--- config.mk ---
export PLATFORM = sky130hd
export DESIGN_NAME = lhist_predictor
export DESIGN_NICKNAME = d
export VERILOG_FILES = /design/src/rtl/lhp_pkg.sv /design/src/rtl/lhp_rst_sync.sv /design/src/rtl/lhp_hist_table.sv /design/src/rtl/lhp_pattern_table.sv /design/src/rtl/lhist_predictor.sv
export SDC_FILE = /design/constraint.sdc
export NUM_CORES = 1
export LEC_CHECK = 0
export BUFFER_PORTS_ARGS = -buffer_cell sky130_fd_sc_hd__buf_2
export CAP_MARGIN = 5
export CORE_UTILIZATION = 50
export DETAILED_ROUTE_END_ITERATION = 7
export GPL_ROUTABILITY_DRIVEN = 1
export PLACE_DENSITY = 0.71
export SKIP_CTS_REPAIR_TIMING = 1
export SLEW_MARGIN = 20
export SYNTH_ARGS = -nofsm -noshare
export SYNTH_HDL_FRONTEND = slang
export SYNTH_SLANG_ARGS = --single-unit
--- constraint.sdc ---
create_clock -name clk -period 4.15 [get_ports clk]
set_input_delay 0.83 -clock clk [delete_from_list [all_inputs] [get_ports clk]]
set_output_delay 0.83 -clock clk [all_outputs]
set_load 0.03 [all_outputs]
--- src/rtl/lhp_pkg.sv ---
package lhp_pkg;

  typedef enum logic [1:0] {
    CTR_STRONG_NT = 2'b00,
    CTR_WEAK_NT   = 2'b01,
    CTR_WEAK_T    = 2'b10,
    CTR_STRONG_T  = 2'b11
  } ctr_e;

  localparam logic [1:0] CTR_RESET = CTR_WEAK_T;

  // one saturating step toward the observed outcome
  function automatic logic [1:0] ctr_step(input logic [1:0] cur, input logic taken);
    logic [1:0] nxt;
    nxt = cur;
    if (taken) begin
      if (cur != CTR_STRONG_T) nxt = cur + 2'd1;
    end else begin
      if (cur != CTR_STRONG_NT) nxt = cur - 2'd1;
    end
    return nxt;
  endfunction

  function automatic logic ctr_dir(input logic [1:0] cur);
    return cur[1];
  endfunction

endpackage

--- src/rtl/lhp_rst_sync.sv ---
module lhp_rst_sync #(
  parameter int STAGES = 2
) (
  input  logic clk,
  input  logic rst_n,
  output logic srst_n
);
  logic [STAGES-1:0] sync_q;
  logic [STAGES-1:0] sync_d;

  always_comb begin
    sync_d = {sync_q[STAGES-2:0], 1'b1};
  end

  always_ff @(posedge clk or negedge rst_n) begin
    if (!rst_n) sync_q <= '0;
    else        sync_q <= sync_d;
  end

  assign srst_n = sync_q[STAGES-1];
endmodule

--- src/rtl/lhp_hist_table.sv ---
module lhp_hist_table #(
  parameter int IDX_W  = 4,
  parameter int HIST_W = 4
) (
  input  logic                               clk,
  input  logic                               srst_n,
  input  logic [IDX_W-1:0]                   lk_idx,
  input  logic [IDX_W-1:0]                   wr_idx,
  input  logic                               wr_en,
  input  logic                               wr_taken,
  output logic [HIST_W-1:0]                  lk_hist,
  output logic [HIST_W-1:0]                  wr_hist,
  output logic [(1<<IDX_W)-1:0][HIST_W-1:0]  hist_all
);
  localparam int NENT = 1 << IDX_W;

  logic [NENT-1:0][HIST_W-1:0] hist_q;
  logic [NENT-1:0][HIST_W-1:0] hist_d;
  logic [NENT-1:0]             ent_en;

  genvar e;
  generate
    for (e = 0; e < NENT; e++) begin : g_ent
      always_comb begin
        ent_en[e] = wr_en && (wr_idx == IDX_W'(e));
        hist_d[e] = {hist_q[e][HIST_W-2:0], wr_taken};
      end

      always_ff @(posedge clk or negedge srst_n) begin
        if (!srst_n)        hist_q[e] <= '0;
        else if (ent_en[e]) hist_q[e] <= hist_d[e];
      end
    end
  endgenerate

  assign lk_hist  = hist_q[lk_idx];
  assign wr_hist  = hist_q[wr_idx];
  assign hist_all = hist_q;
endmodule

--- src/rtl/lhp_pattern_table.sv ---
module lhp_pattern_table #(
  parameter int HIST_W = 4
) (
  input  logic                              clk,
  input  logic                              srst_n,
  input  logic [HIST_W-1:0]                 lk_sel,
  input  logic [HIST_W-1:0]                 up_sel,
  input  logic                              up_en,
  input  logic                              up_taken,
  output logic [1:0]                        lk_ctr,
  output logic [(1<<HIST_W)-1:0][1:0]       ctr_all
);
  import lhp_pkg::*;

  localparam int NPAT = 1 << HIST_W;

  logic [NPAT-1:0][1:0] ctr_q;
  logic [NPAT-1:0][1:0] ctr_d;
  logic [NPAT-1:0]      ctr_en;

  genvar p;
  generate
    for (p = 0; p < NPAT; p++) begin : g_ctr
      always_comb begin
        ctr_en[p] = up_en && (up_sel == HIST_W'(p));
        ctr_d[p]  = ctr_step(ctr_q[p], up_taken);
      end

      always_ff @(posedge clk or negedge srst_n) begin
        if (!srst_n)        ctr_q[p] <= CTR_RESET;
        else if (ctr_en[p]) ctr_q[p] <= ctr_d[p];
      end
    end
  endgenerate

  assign lk_ctr  = ctr_q[lk_sel];
  assign ctr_all = ctr_q;
endmodule

--- src/rtl/lhist_predictor.sv ---
module lhist_predictor #(
  parameter int PC_W   = 32,
  parameter int ALIGN  = 2,
  parameter int IDX_W  = 4,
  parameter int HIST_W = 4
) (
  input  logic            clk,
  input  logic            rst_n,
  input  logic [PC_W-1:0] lk_pc,
  output logic            pred_taken,
  input  logic            rs_valid,
  input  logic [PC_W-1:0] rs_pc,
  input  logic            rs_taken
);
  import lhp_pkg::*;

  localparam int NENT = 1 << IDX_W;
  localparam int NPAT = 1 << HIST_W;

  logic                         srst_n;
  logic [IDX_W-1:0]             lk_idx;
  logic [IDX_W-1:0]             rs_idx;
  logic [HIST_W-1:0]            lk_hist;
  logic [HIST_W-1:0]            rs_hist;
  logic [1:0]                   lk_ctr;
  logic [NENT-1:0][HIST_W-1:0]  hist_all;
  logic [NPAT-1:0][1:0]         ctr_all;

  assign lk_idx = lk_pc[ALIGN +: IDX_W];
  assign rs_idx = rs_pc[ALIGN +: IDX_W];

  lhp_rst_sync #(.STAGES(2)) u_rst (
    .clk    (clk),
    .rst_n  (rst_n),
    .srst_n (srst_n)
  );

  lhp_hist_table #(.IDX_W(IDX_W), .HIST_W(HIST_W)) u_hist (
    .clk      (clk),
    .srst_n   (srst_n),
    .lk_idx   (lk_idx),
    .wr_idx   (rs_idx),
    .wr_en    (rs_valid),
    .wr_taken (rs_taken),
    .lk_hist  (lk_hist),
    .wr_hist  (rs_hist),
    .hist_all (hist_all)
  );

  // the counter is trained at the pre-shift history of the resolving entry
  lhp_pattern_table #(.HIST_W(HIST_W)) u_pht (
    .clk      (clk),
    .srst_n   (srst_n),
    .lk_sel   (lk_hist),
    .up_sel   (rs_hist),
    .up_en    (rs_valid),
    .up_taken (rs_taken),
    .lk_ctr   (lk_ctr),
    .ctr_all  (ctr_all)
  );

  assign pred_taken = ctr_dir(lk_ctr);
endmodule

==> results of run 1 <==
worst max-delay path: cells and delay by family:
family,cells,cell delay [ns]
AO/OA/AOI/OAI,2,0.72
buffers and inverters,3,0.61
multiplexers,3,0.95
AND/OR/NAND/NOR,2,0.14
cells in the mapped netlist, drive strengths merged (4+ instances only):
cell | instances | area [um2]
o311ai | 4 | 42.6
dfstp | 16 | 420
buf | 15 | 105
nand3 | 11 | 55.1
nand2 | 41 | 156
nor2 | 25 | 93.8
dfrtp | 82 | 2050
clkbuf | 10 | 37.5
and2 | 4 | 25.0
nor2b | 13 | 96.4
mux4 | 31 | 709
nand2b | 6 | 42.5
nor3 | 6 | 41.3
mux2i | 34 | 340
nand3b | 6 | 45.0
o211ai | 12 | 90.1
inv | 17 | 63.8
mux2 | 67 | 758
a31oi | 7 | 43.8
o21ai | 21 | 105
a21oi | 16 | 83.8
stage by stage:
stage          hold slack (ns)  instance area, um2
2_1_floorplan            0.331                5670
3_3_place_gp             0.337                5830
3_5_place_dp             0.339                5830
4_1_cts                  0.231                6120
5_1_grt                  0.226                6120
6_report                 0.243                6120
flip-flops by register name, indices dropped and copies added (netlist names):
name	count
u_rst.sync_q	2
u_hist.hist_all	64
u_pht.ctr_all	32
worst paths after layout:
kind                            cells past startpoint  slack, ns                   to
worst max-delay path                               10       0.07           pred_taken
worst min-delay path                                1       0.24      u_rst.sync_q[1]
worst max register to register                      6       1.62    u_pht.ctr_all[18]
worst min register to register                      0       0.36      u_rst.sync_q[1]
max in group asynchronous                           1       2.78  u_hist.hist_all[40]
min in group clk                                    0       0.36      u_rst.sync_q[1]
routing by layer:
| layer | global-route usage [%] | up-vias | part of all wire [%] |
|---|---|---|---|
| li1 | - | 1788 | - |
| met1 | 28.6 | 2041 | 42 |
| met2 | 39.8 | 94 | 51 |
| met3 | 7.29 | 20 | 5.5 |
| met4 | 7.92 | 0 | 2.1 |
| met5 | 0 | - | 0 |
cell type report:
cell class              count  area (um2)
fillers                   949        4810
flip-flops and latches     98        2480
repair buffers             21         128
inverters                  18        67.6
multi-input cells         336        2980
well taps                 140         175
clock inverters             6        66.3
clock buffers              10         229
power by group through the flow:
stage	combinational (uW)	clock (uW)	sequential (uW)
2_1_floorplan	525	0	1270
3_3_place_gp	617	0	1330
3_5_place_dp	642	0	1340
4_1_cts	645	859	1330
5_1_grt	701	903	1350
6_report	647	837	1330
cells in the final DEF (no fill, tap or decap), drive strengths merged, types with 12 or more instances in the layout:
master,Yosys,layout
mux4,31,31
a21oi,16,16
inv,17,18
nand2,41,41
o211ai,12,12
buf,15,21
o21ai,21,21
dfrtp,82,82
nor2,25,25
mux2i,34,34
nor2b,13,13
dfstp,16,16
mux2,67,67
cell families (layout without fill, tap and decap cells):
family	Yosys count	in the layout	synth area share, %
mux	132	132	31.9
other cells	1	1	0.0662
buf+inv	43	55	3.71
compound gates	77	77	9.01
flops	98	98	43.6
simple gates	126	126	11.7
==> results_tabular.tex, run 1 <==
\begin{tabular}{lr}
\hline
Metric & Value \\
\hline
\multicolumn{2}{l}{\textbf{CTS}} \\
\quad Clock edge transition at the registers on the reported setup and hold paths & around 0.07 ns \\
\quad Clock latency on the worst-skew pair & between 0.3 and 0.4 ns \\
\quad Clock tree buffer depth & 2 \\
\quad Number of clock buffers inserted by TritonCTS & 9 \\
\quad CTS root buffer & clkbuf\_16 \\
\quad Sink count of the clock tree & 98 \\
\quad Clock tree from TritonCTS & done \\
\quad CTS H-tree lvls & 3 \\
\multicolumn{2}{l}{\textbf{Worst setup path}} \\
\quad Type of destination of the critical path & output pin \\
\quad Required time of the critical path & 3.32 ns \\
\quad Data arrival at the endpoint of the critical path & 3.25 ns \\
\quad Crit Path Category & input port to output pin \\
\quad Cells along the critical path & buf\_2 > mux4\_2 > mux2i\_1 > buf\_4 > mux2i\_1 > nor2\_1 > a2111oi\_0 > nor4\_1 > a211o\_1 > buf\_2 \\
\quad Worst path max stage delay & 0.54 ns \\
\quad Startpoint type of the worst setup path & input port \\
\quad Slowest stage cell, crit path & mux4\_2 \\
\quad Critical register-to-register path startpoint & u\_hist.hist\_all[48] \\
\quad Maximum fanout along the worst path & 7 \\
\quad Crit path from & lk\_pc[3] \\
\multicolumn{2}{l}{\textbf{Synthesis}} \\
\quad Post-synth cell types & 57 \\
\quad Total of warnings raised by yosys & 0 \\
\quad Post-Synthesis Mean Instance Area & 11.9 um2 \\
\quad Primary flip-flop cell chosen by synthesis mapping & dfrtp\_1 \\
\quad Number of enable-type register cells in the synthesized netlist & 0 \\
\quad Register bit total from synthesis & 98 \\
\quad Fraction of the yosys area taken by sequential cells & 43.6\% \\
\quad Post-synthesis cell area & approximately 5700 um2 \\
\quad Share of synthesized flip-flops with an asynchronous set or reset & 100\% \\
\quad Post-Syn Nets & 545 \\
\quad Syn Inst Count & 477 \\
\multicolumn{2}{l}{\textbf{Global routing}} \\
\quad Vias in the first global route & roughly 3900 \\
\quad Pin count of the biggest net entering global routing & 61 \\
\quad Congestion Overflow GR & 0 \\
\quad Number of antenna violations at the first check in global routing & 0 \\
\quad Global-route usage over all layers & between 20\% and 30\% \\
\quad Wire length of the first global-routing pass & 20300 um \\
\multicolumn{2}{l}{\textbf{Place}} \\
\quad Sum of net half-perimeters after detailed placement & roughly 8900 um \\
\quad Post-placement setup slack & around 0.11 ns \\
\quad Input/output buffers & 12 \\
\quad Placer's final routability congestion estimate & around 0.85 \\
\quad Placed cells & around 600 \\
\multicolumn{2}{l}{\textbf{Floorplan}} \\
\quad Chip height & approximately 110 um \\
\quad Std-Cell Rows & 38 \\
\quad Die ar. & 11800 um2 \\
\quad Ports placed on the boundary & 69 \\
\quad Placeable core area & between 10000 and 15000 um2 \\
\quad Initial core utilization & around 52\% \\
\quad Die boundary width & around 110 um \\
\multicolumn{2}{l}{\textbf{Routing}} \\
\quad Vias & a little under 4000 \\
\quad Detail-routed net length per standard cell & just under 20 um \\
\quad Post-detailed-route via-to-cell ratio & around 6.3 \\
\quad Number of remaining DRC errors & 0 \\
\quad Residual antenna-violating net count after detailed routing & 0 \\
\quad First-pass iteration count of the detailed router & 4 \\
\quad Total Wirelength & roughly 12000 um \\
\quad Number of design-rule violations left by the first detailed-router iteration & between 300 and 400 \\
\multicolumn{2}{l}{\textbf{Pwr}} \\
\quad Leak Pwr & roughly 0.0027 uW \\
\quad Share of power burned in combinational logic & about 23\% \\
\quad Clk pwr share & between 20 and 30\% \\
\quad Net switching power figure & around 870 uW \\
\quad Final Power & between 2000 and 3000 uW \\
\quad Worst supply voltage drop on vdd & around 390 uV \\
\quad Fraction of power spent switching nets & a little over 30\% \\
\quad P\_int & just under 2000 uW \\
\quad Power density cells & $\sim$460 nW/um2 \\
\quad Sequential share of power & a little under half \\
\multicolumn{2}{l}{\textbf{STA}} \\
\quad Clock period minus worst slack & roughly 4.1 ns \\
\quad Worst max-slew margin expressed relative to the limit & 46.9\% \\
\quad Unrepaired setup endpoints after global routing & false \\
\quad Slew at the pin with the worst max-slew slack & 0.796 ns \\
\quad Final-layout setup total negative slack & 0 ns \\
\quad Final Skew & roughly 0.0092 ns \\
\quad Setup violators final & 0 \\
\quad Setup slack after layout & approximately 0.073 ns \\
\quad Final hold vios & 0 \\
\quad Max-slew violation total from the final report & 0 \\
\quad Part of the cycle the worst path needs & between 90\% and 100\% \\
\quad Maximum clock frequency & 245 MHz \\
\multicolumn{2}{l}{\textbf{Min path}} \\
\quad Class of the most critical hold timing path & input port to async pin \\
\multicolumn{2}{l}{\textbf{Cells and area}} \\
\quad Net count, final & roughly 550 \\
\quad Antenna Diode Count & 0 \\
\quad Growth of design area from synthesis to finish & 8.11\% \\
\quad Layout cell share with drive strength beyond 1 & 32.5\% \\
\quad Utilization after layout & between 50\% and 60\% \\
\quad Layout Cells excl Fill & between 600 and 700 \\
\multicolumn{2}{l}{\textbf{Job}} \\
\quad Count of maximum capacitance violations & 0 \\
\multicolumn{2}{l}{\textbf{Run status}} \\
\quad Run status & finished clean \\
\hline
\end{tabular}
Power figures use the tool's default switching activity.
==> inputs of run 2 (changes only) <==
--- a/config.mk
+++ b/config.mk
@@ -11,6 +11,7 @@
 export DETAILED_ROUTE_END_ITERATION = 7
 export GPL_ROUTABILITY_DRIVEN = 1
 export PLACE_DENSITY = 0.71
+export SETUP_SLACK_MARGIN = 0.5
 export SKIP_CTS_REPAIR_TIMING = 1
 export SLEW_MARGIN = 20
 export SYNTH_ARGS = -nofsm -noshare
==> run 2 against run 1 <==
Net effect:
- fmax is 10% higher
- sequential share of layout area down 0.89 points
- total power is 3.0% higher
- sequential cell count is the same
- sequential power is essentially flat
- final area rose by 2.2%
- clock power increased by 6.6%
- die area unchanged
- clock skew shrank 0.00092 ns
- critical path type unchanged
- largest cell class unchanged
- highest routed layer unchanged
==> results_tabular.tex, run 2 (synthesized netlist as in run 1, its figures left out) <==
\begin{tabular}{lr}
\hline
Metric & Value \\
\hline
\multicolumn{2}{l}{\textbf{Floorplan}} \\
\quad Die ar. & 11800 um2 (unchanged) \\
\quad Chip height & 108 um (unchanged) \\
\quad Initial core utilization & 51.8\% (unchanged) \\
\quad Ports placed on the boundary & 69 (unchanged) \\
\quad Std-Cell Rows & 38 (unchanged) \\
\quad Placeable core area & 10900 um2 (unchanged) \\
\quad Die boundary width & 108 um (unchanged) \\
\multicolumn{2}{l}{\textbf{Cells and area}} \\
\quad Number of flip-flops under the largest register name & 64 (unchanged) \\
\quad Most common library cell in the layout ignoring fill and taps & dfrtp\_1 \\
\quad Utilization after layout & 57.3\% (+1.3 points) \\
\quad Antenna Diode Count & 0 (unchanged) \\
\quad Commonest non-fill, non-tap cells in the layout & dfrtp\_1 (81), mux2\_2 (65), nand2\_1 (40), mux2i\_1 (34), mux4\_2 (28) \\
\quad Net count, final & 557 (+0.91\%) \\
\quad Fin area & 6260 um2 (+2.2\%) \\
\quad Layout cell share with drive strength beyond 1 & 33.8\% (+1.3 points) \\
\quad Growth of design area from synthesis to finish & 10.5\% \\
\multicolumn{2}{l}{\textbf{Routing}} \\
\quad First-pass iteration count of the detailed router & 4 (unchanged) \\
\quad Total Wirelength & 12800 um (+3.0\%) \\
\quad Detail-routed net length per standard cell & 20.2 um (+2.1\%) \\
\quad Number of design-rule violations left by the first detailed-router iteration & 291 (-7.9\%) \\
\quad Number of remaining DRC errors & 0 (unchanged) \\
\quad Vias & 3937 (-0.15\%) \\
\quad Post-detailed-route via-to-cell ratio & 6.21 (-0.94\%) \\
\quad Residual antenna-violating net count after detailed routing & 0 (unchanged) \\
\multicolumn{2}{l}{\textbf{STA}} \\
\quad Clock period minus worst slack & 3.71 ns (-0.371 ns) \\
\quad Final Skew & 0.00830 ns (-0.000923 ns) \\
\quad Maximum clock frequency & 270 MHz (+10\%) \\
\quad Part of the cycle the worst path needs & 89.3\% (-8.9 points) \\
\quad Unrepaired setup endpoints after global routing & true \\
\quad Setup violators final & 0 (unchanged) \\
\quad Final hold vios & 0 (unchanged) \\
\quad Final-layout setup total negative slack & 0 ns (unchanged) \\
\quad Setup slack after layout & 0.444 ns (+0.371 ns) \\
\quad Max-slew violation total from the final report & 0 (unchanged) \\
\quad Slew at the pin with the worst max-slew slack & 0.614 ns (-0.182 ns) \\
\quad Worst max-slew margin expressed relative to the limit & 59.1\% (+12 points) \\
\multicolumn{2}{l}{\textbf{CTS}} \\
\quad Clock tree from TritonCTS & done \\
\quad Clock edge transition at the registers on the reported setup and hold paths & 0.06 ns (about the same) \\
\quad Sink count of the clock tree & 98 (unchanged) \\
\quad CTS root buffer & clkbuf\_16 \\
\quad Clock latency on the worst-skew pair & 0.36 ns (about the same) \\
\quad CTS H-tree lvls & 3 (unchanged) \\
\quad Number of clock buffers inserted by TritonCTS & 9 (unchanged) \\
\quad Clock tree buffer depth & 2 (unchanged) \\
\multicolumn{2}{l}{\textbf{Place}} \\
\quad Sum of net half-perimeters after detailed placement & 9010 um (+0.86\%) \\
\quad Placer's final routability congestion estimate & 0.857 (+0.71\%) \\
\quad Post-placement setup slack & 0.187 ns (+0.0752 ns) \\
\quad Input/output buffers & 12 (unchanged) \\
\quad Total placed instance area & 5840 um2 (+0.13\%) \\
\multicolumn{2}{l}{\textbf{Pwr}} \\
\quad Leak Pwr & 0.00280 uW (+2.2\%) \\
\quad Power density cells & 463 nW/um2 (+0.78\%) \\
\quad Worst supply voltage drop on vdd & 392 uV (-0.23\%) \\
\multicolumn{2}{l}{\textbf{Worst setup path}} \\
\quad Crit Path Category & input port to output pin \\
\quad Data arrival at the endpoint of the critical path & 2.88 ns (-0.37 ns) \\
\quad Startpoint type of the worst setup path & input port \\
\quad Required time of the critical path & 3.32 ns (about the same) \\
\quad Type of destination of the critical path & output pin \\
\quad Maximum fanout along the worst path & 8 (+1) \\
\multicolumn{2}{l}{\textbf{Global routing}} \\
\quad Number of antenna violations at the first check in global routing & 0 (unchanged) \\
\quad Congestion Overflow GR & 0 (unchanged) \\
\quad Pin count of the biggest net entering global routing & 76 (+25\%) \\
\quad Wire length of the first global-routing pass & 20900 um (+3.0\%) \\
\quad Vias in the first global route & 4012 (+1.7\%) \\
\quad Global-route usage over all layers & 24.2\% (+0.68 points) \\
\multicolumn{2}{l}{\textbf{Job}} \\
\quad Count of maximum capacitance violations & 0 (unchanged) \\
\multicolumn{2}{l}{\textbf{Min path}} \\
\quad Class of the most critical hold timing path & input port to async pin \\
\multicolumn{2}{l}{\textbf{Run status}} \\
\quad Run status & finished clean \\
\hline
\end{tabular}
run 2: cell types whose count changed in the layout (fill, tap and decap cells not counted), sizes merged:
cell	change
inv	-1
clkinv	-2
buf	+5
clkbuf	+1
bufinv	+1
clkinvlp	+1
run 2: power breakdown:
group | total (uW) | internal, uW | switching [uW]
sequential | 1320 | 1130 | 194
combinational | 681 | 360 | 322
clock | 892 | 542 | 349
total | 2900 | 2030 | 865
run 2: path summary, 6_finish.rpt:
path	cells after the start	from	slack [ns]	endpoint
min	1	rst_n	0.25	u_rst.sync_q[1]
min reg2reg	0	u_rst.sync_q[1]	0.32	u_hist.hist_all[54]
max in group asynchronous	1	u_rst.sync_q[1]	3.06	u_pht.ctr_all[7]
min in group clk	0	u_rst.sync_q[0]	0.35	u_rst.sync_q[1]
max reg2reg	6	u_hist.hist_all[53]	1.60	u_pht.ctr_all[2]
max	10	lk_pc[3]	0.44	pred_taken
run 2: metrics by stage:
step / instances / hold WS, ns / total power, uW
6_report: 634 / 0.248 / 2900
5_1_grt: 634 / 0.239 / 3040
4_1_cts: 630 / 0.236 / 2890
3_5_place_dp: 614 / 0.339 / 1990
3_3_place_gp: 614 / 0.337 / 1950
2_1_floorplan: 477 / 0.331 / 1790
run 2: final cells by class:
class                   instances  area (um2)
clock buffers                  11         243
inverters                      18        67.6
clock inverters                 5        77.6
flip-flops and latches         98        2480
repair buffers                 26         220
multi-input cells             336        3000
fillers                       900        4670
well taps                     140         175
run 2: worst max-delay path, stage by stage:
cell and delay (ns):
buf_8 0.13, mux4_2 0.52, mux2i_1 0.15, buf_4 0.18, mux2i_1 0.19, nor2_1 0.07
a2111oi_2 0.32, nor4_1 0.09, a211o_1 0.26, buf_6 0.15
run 2: layer usage:
layer  vias up  GRT usage [%]  wire [um]
met3        23           5.73        615
met2       112           40.0       6650
li1       1807              -          -
met4         0           10.3        314
met1      1995           30.5       5230
met5         -              0          0
==> inputs of run 3 (changes only) <==
--- a/config.mk
+++ b/config.mk
@@ -5,9 +5,11 @@
 export SDC_FILE = /design/constraint.sdc
 export NUM_CORES = 1
 export LEC_CHECK = 0
+export ABC_AREA = 1
 export BUFFER_PORTS_ARGS = -buffer_cell sky130_fd_sc_hd__buf_2
 export CAP_MARGIN = 5
 export CORE_UTILIZATION = 50
+export CTS_BUF_LIST = sky130_fd_sc_hd__clkbuf_8
 export DETAILED_ROUTE_END_ITERATION = 7
 export GPL_ROUTABILITY_DRIVEN = 1
 export PLACE_DENSITY = 0.71
==> run 3 against run 2 <==
Net effect:
- wire length is 14% higher
- worst setup slack gained 0.24 ns
- count of clock-buffer cells in the layout shrank 1
- area after synthesis rose by 1.5%
- highest routed layer unchanged
- critical path type unchanged
==> results_tabular.tex, run 3 <==
\begin{tabular}{lr}
\hline
Metric & Value \\
\hline
\multicolumn{2}{l}{\textbf{STA}} \\
\quad Final hold vios & 0 (unchanged) \\
\quad Unrepaired setup endpoints after global routing & false \\
\quad Maximum clock frequency & 288 MHz (+6.9\%) \\
\quad Slew at the pin with the worst max-slew slack & 0.857 ns (+0.243 ns) \\
\quad Worst max-slew margin expressed relative to the limit & 42.8\% (-16 points) \\
\quad Setup violators final & 0 (unchanged) \\
\quad Part of the cycle the worst path needs & 83.5\% (-5.8 points) \\
\quad Max-slew violation total from the final report & 0 (unchanged) \\
\quad Final-layout setup total negative slack & 0 ns (unchanged) \\
\quad Final Skew & 0.00808 ns (-0.000221 ns) \\
\quad Clock period minus worst slack & 3.47 ns (-0.239 ns) \\
\quad Setup slack after layout & 0.683 ns (+0.239 ns) \\
\multicolumn{2}{l}{\textbf{CTS}} \\
\quad Clock latency on the worst-skew pair & 0.38 ns (+0.02 ns) \\
\quad Number of clock buffers inserted by TritonCTS & 9 (unchanged) \\
\quad Clock tree from TritonCTS & done \\
\quad Sink count of the clock tree & 98 (unchanged) \\
\quad Clock edge transition at the registers on the reported setup and hold paths & 0.09 ns (+0.03 ns) \\
\quad CTS H-tree lvls & 3 (unchanged) \\
\quad CTS root buffer & clkbuf\_8 \\
\quad Clock tree buffer depth & 2 (unchanged) \\
\multicolumn{2}{l}{\textbf{Worst setup path}} \\
\quad Type of destination of the critical path & output pin \\
\quad Most common cell type on the critical path & nand3\_1 \\
\quad Required time of the critical path & 3.32 ns (about the same) \\
\quad Cells along the critical path & buf\_2 > clkinvlp\_4 > buf\_12 > nand2\_1 > nand3\_1 > nand3\_1 > nand3\_2 > nand2\_1 > nand2\_1 > nand3\_1 > nand3\_1 > nand3\_1 > nand2\_1 > buf\_2 \\
\quad Register-to-Register Setup Slack & 2.21 ns (+0.61 ns) \\
\quad Data arrival at the endpoint of the critical path & 2.64 ns (-0.24 ns) \\
\quad Critical Path Sink & pred\_taken \\
\quad Critical register-to-register path startpoint & u\_hist.hist\_all[3] \\
\quad Worst path max stage delay & 0.23 ns (-0.29 ns) \\
\quad Maximum fanout along the worst path & 21 (+13) \\
\quad Cells on worst reg2reg path & 10 (+4) \\
\quad Crit path from & lk\_pc[2] \\
\quad Slowest stage cell, crit path & clkinvlp\_4 \\
\quad Startpoint type of the worst setup path & input port \\
\quad R2r endpoint & u\_pht.ctr\_all[0] \\
\quad Crit Path Category & input port to output pin \\
\multicolumn{2}{l}{\textbf{Routing}} \\
\quad Number of remaining DRC errors & 0 (unchanged) \\
\quad First-pass iteration count of the detailed router & 5 (+1) \\
\quad Number of design-rule violations left by the first detailed-router iteration & 417 (+43\%) \\
\quad Vias & 5236 (+33\%) \\
\quad Detail-routed net length per standard cell & 15.4 um (-24\%) \\
\quad Total Wirelength & 14600 um (+14\%) \\
\quad Residual antenna-violating net count after detailed routing & 0 (unchanged) \\
\quad Post-detailed-route via-to-cell ratio & 5.54 (-11\%) \\
\multicolumn{2}{l}{\textbf{Synthesis}} \\
\quad Fraction of the yosys area taken by sequential cells & 43.0\% (-0.66 points) \\
\quad Primary flip-flop cell chosen by synthesis mapping & dfrtp\_1 \\
\quad Largest cells by area after synthesis & dfrtp\_1 (36\%), nand2\_1 (14\%), o21ai\_0 (9.7\%) \\
\quad Post-synth cell types & 25 (-56\%) \\
\quad Register bit total from synthesis & 98 (unchanged) \\
\quad Commonest cells in the netlist & nand2\_1 (213), o21ai\_0 (112), inv\_1 (96), nand3\_1 (87), dfrtp\_1 (82) \\
\quad Post-Syn Nets & 856 (+57\%) \\
\quad Total of warnings raised by yosys & 0 (unchanged) \\
\quad Share of synthesized flip-flops with an asynchronous set or reset & 100\% (unchanged) \\
\quad Post-Synthesis Mean Instance Area & 7.30 um2 (-39\%) \\
\quad Cell with the most instances after synthesis & nand2\_1 \\
\quad Syn Inst Count & 788 (+65\%) \\
\quad Number of enable-type register cells in the synthesized netlist & 0 (unchanged) \\
\quad Area fraction of the dominant cell type after synthesis & 35.7\% (-0.55 points) \\
\quad Cell type with the highest aggregate area in the netlist & dfrtp\_1 \\
\quad Post-synthesis cell area & 5750 um2 (+1.5\%) \\
\multicolumn{2}{l}{\textbf{Place}} \\
\quad Total placed instance area & 5950 um2 (+1.9\%) \\
\quad Post-placement setup slack & 0.697 ns (+0.510 ns) \\
\quad Sum of net half-perimeters after detailed placement & 10700 um (+19\%) \\
\quad Placer's final routability congestion estimate & 0.888 (+3.6\%) \\
\quad Input/output buffers & 12 (unchanged) \\
\multicolumn{2}{l}{\textbf{Pwr}} \\
\quad Share of power burned in combinational logic & 28.4\% (+4.9 points) \\
\quad Power density cells & 482 nW/um2 (+4.1\%) \\
\quad Clk pwr share & 23.4\% (-7.4 points) \\
\quad P\_int & 1870 uW (-8.1\%) \\
\quad Leak Pwr & 0.00286 uW (+2.1\%) \\
\quad Final Power & 2970 uW (+2.6\%) \\
\quad Fraction of power spent switching nets & 37.1\% (+7.3 points) \\
\quad Sequential share of power & 48.2\% (+2.5 points) \\
\quad Worst supply voltage drop on vdd & 260 uV (-34\%) \\
\quad Net switching power figure & 1100 uW (+28\%) \\
\multicolumn{2}{l}{\textbf{Global routing}} \\
\quad Global route hottest layer & met2 \\
\quad Global Route met3 Usage & 3.53\% (-2.2 points) \\
\quad Met2 Usage GRT & 42.4\% (+2.4 points) \\
\quad Pin count of the biggest net entering global routing & 65 (-14\%) \\
\quad Congestion Overflow GR & 0 (unchanged) \\
\quad Wire length of the first global-routing pass & 24500 um (+17\%) \\
\quad Global-route usage over all layers & 26.8\% (+2.6 points) \\
\quad Vias in the first global route & 5104 (+27\%) \\
\quad Number of antenna violations at the first check in global routing & 0 (unchanged) \\
\quad Met1 usage in global routing & 36.5\% (+6.0 points) \\
\multicolumn{2}{l}{\textbf{Cells and area}} \\
\quad Layout cell share with drive strength beyond 1 & 14.5\% (-19 points) \\
\quad Most common library cell in the layout ignoring fill and taps & nand2\_1 \\
\quad Number of flip-flops under the largest register name & 64 (unchanged) \\
\quad Fin area & 6170 um2 (-1.5\%) \\
\quad Growth of design area from synthesis to finish & 7.26\% \\
\quad Commonest non-fill, non-tap cells in the layout & nand2\_1 (213), o21ai\_0 (112), inv\_1 (95), nand3\_1 (87), dfrtp\_1 (81) \\
\quad Antenna Diode Count & 0 (unchanged) \\
\quad Net count, final & 868 (+56\%) \\
\quad Utilization after layout & 55.9\% (-1.3 points) \\
\multicolumn{2}{l}{\textbf{Floorplan}} \\
\quad Chip height & 109 um (+0.76\%) \\
\quad Placeable core area & 11000 um2 (+0.87\%) \\
\quad Ports placed on the boundary & 69 (unchanged) \\
\quad Initial core utilization & 52.2\% (+0.35 points) \\
\quad Std-Cell Rows & 38 (unchanged) \\
\quad Die ar. & 11900 um2 (+1.5\%) \\
\quad Die boundary width & 109 um (+0.76\%) \\
\multicolumn{2}{l}{\textbf{Job}} \\
\quad Count of maximum capacitance violations & 0 (unchanged) \\
\multicolumn{2}{l}{\textbf{Min path}} \\
\quad Class of the most critical hold timing path & input port to async pin \\
\multicolumn{2}{l}{\textbf{Run status}} \\
\quad Run status & finished clean \\
\hline
\end{tabular}
## run 3: changes by cell type after synthesis, moves of 12 or more
cell,delta
a21oi_1,+31
inv_1,+79
mux2_2,-62
mux2i_1,-34
mux4_2,-28
nand2_1,+173
nand2_2,+15
nand3_1,+76
o211ai_1,-12
o21ai_0,+93
## run 3: critical path, delay by kind of cell
family | cells | cell delay [ns]
simple gates | 10 | 1.01
buf+inv | 4 | 0.77
## run 3: cell type report
type	instances	area, um2
timing repair buffer	23	155
inverter	103	390
multi-input combinational	565	2760
clock inverter	6	80.1
sequential	98	2480
clock buffer	10	138
tap	140	175
fill	1041	4860
## run 3: kinds of logic (layout without fill, tap and decap cells)
family                 count (synthesis)  after routing  share of synthesized area, %
AOI/OAI and AO/OA                    190            190                          18.2
buffers and inverters                125            142                          9.11
DFF                                   98             98                          43.0
muxes                                  4              4                         0.783
other                                  1              1                        0.0652
and+or+nand+nor                      370            370                          28.8
## run 3: power groups by stage
stage                     clock [uW]  sequential (uW)  combinational (uW)
after floorplan                    0             1390                 652
after CTS                        704             1430                 842
final                            694             1430                 845
after global routing             735             1470                 970
after detailed placement           0             1450                 837
after global placement             0             1430                 789
## run 3: how the worst min path moves through the flow
stage | end | slack (ns) | cells past startpoint
2_1_floorplan | u_rst.sync_q[1] | 0.33 | 0
3_3_place_gp | u_rst.sync_q[1] | 0.34 | 0
3_5_place_dp | u_rst.sync_q[1] | 0.35 | 0
4_1_cts | u_rst.sync_q[1] | 0.21 | 1
5_1_grt | u_rst.sync_q[1] | 0.21 | 1
6_report | u_rst.sync_q[1] | 0.22 | 1
## run 3: layer usage
metal	up-vias	wire (um)	share of wire, %
met5	-	0	0
met4	0	398	2.7
met3	26	728	5.0
met2	150	6830	47
met1	2473	6630	45
li1	2587	-	-
## run 3: stage by stage
stage / hold slack [ns] / instances
3_3_place_gp: 0.345 / 929
6_report: 0.217 / 945
2_1_floorplan: 0.331 / 788
4_1_cts: 0.209 / 945
3_5_place_dp: 0.350 / 929
5_1_grt: 0.214 / 945
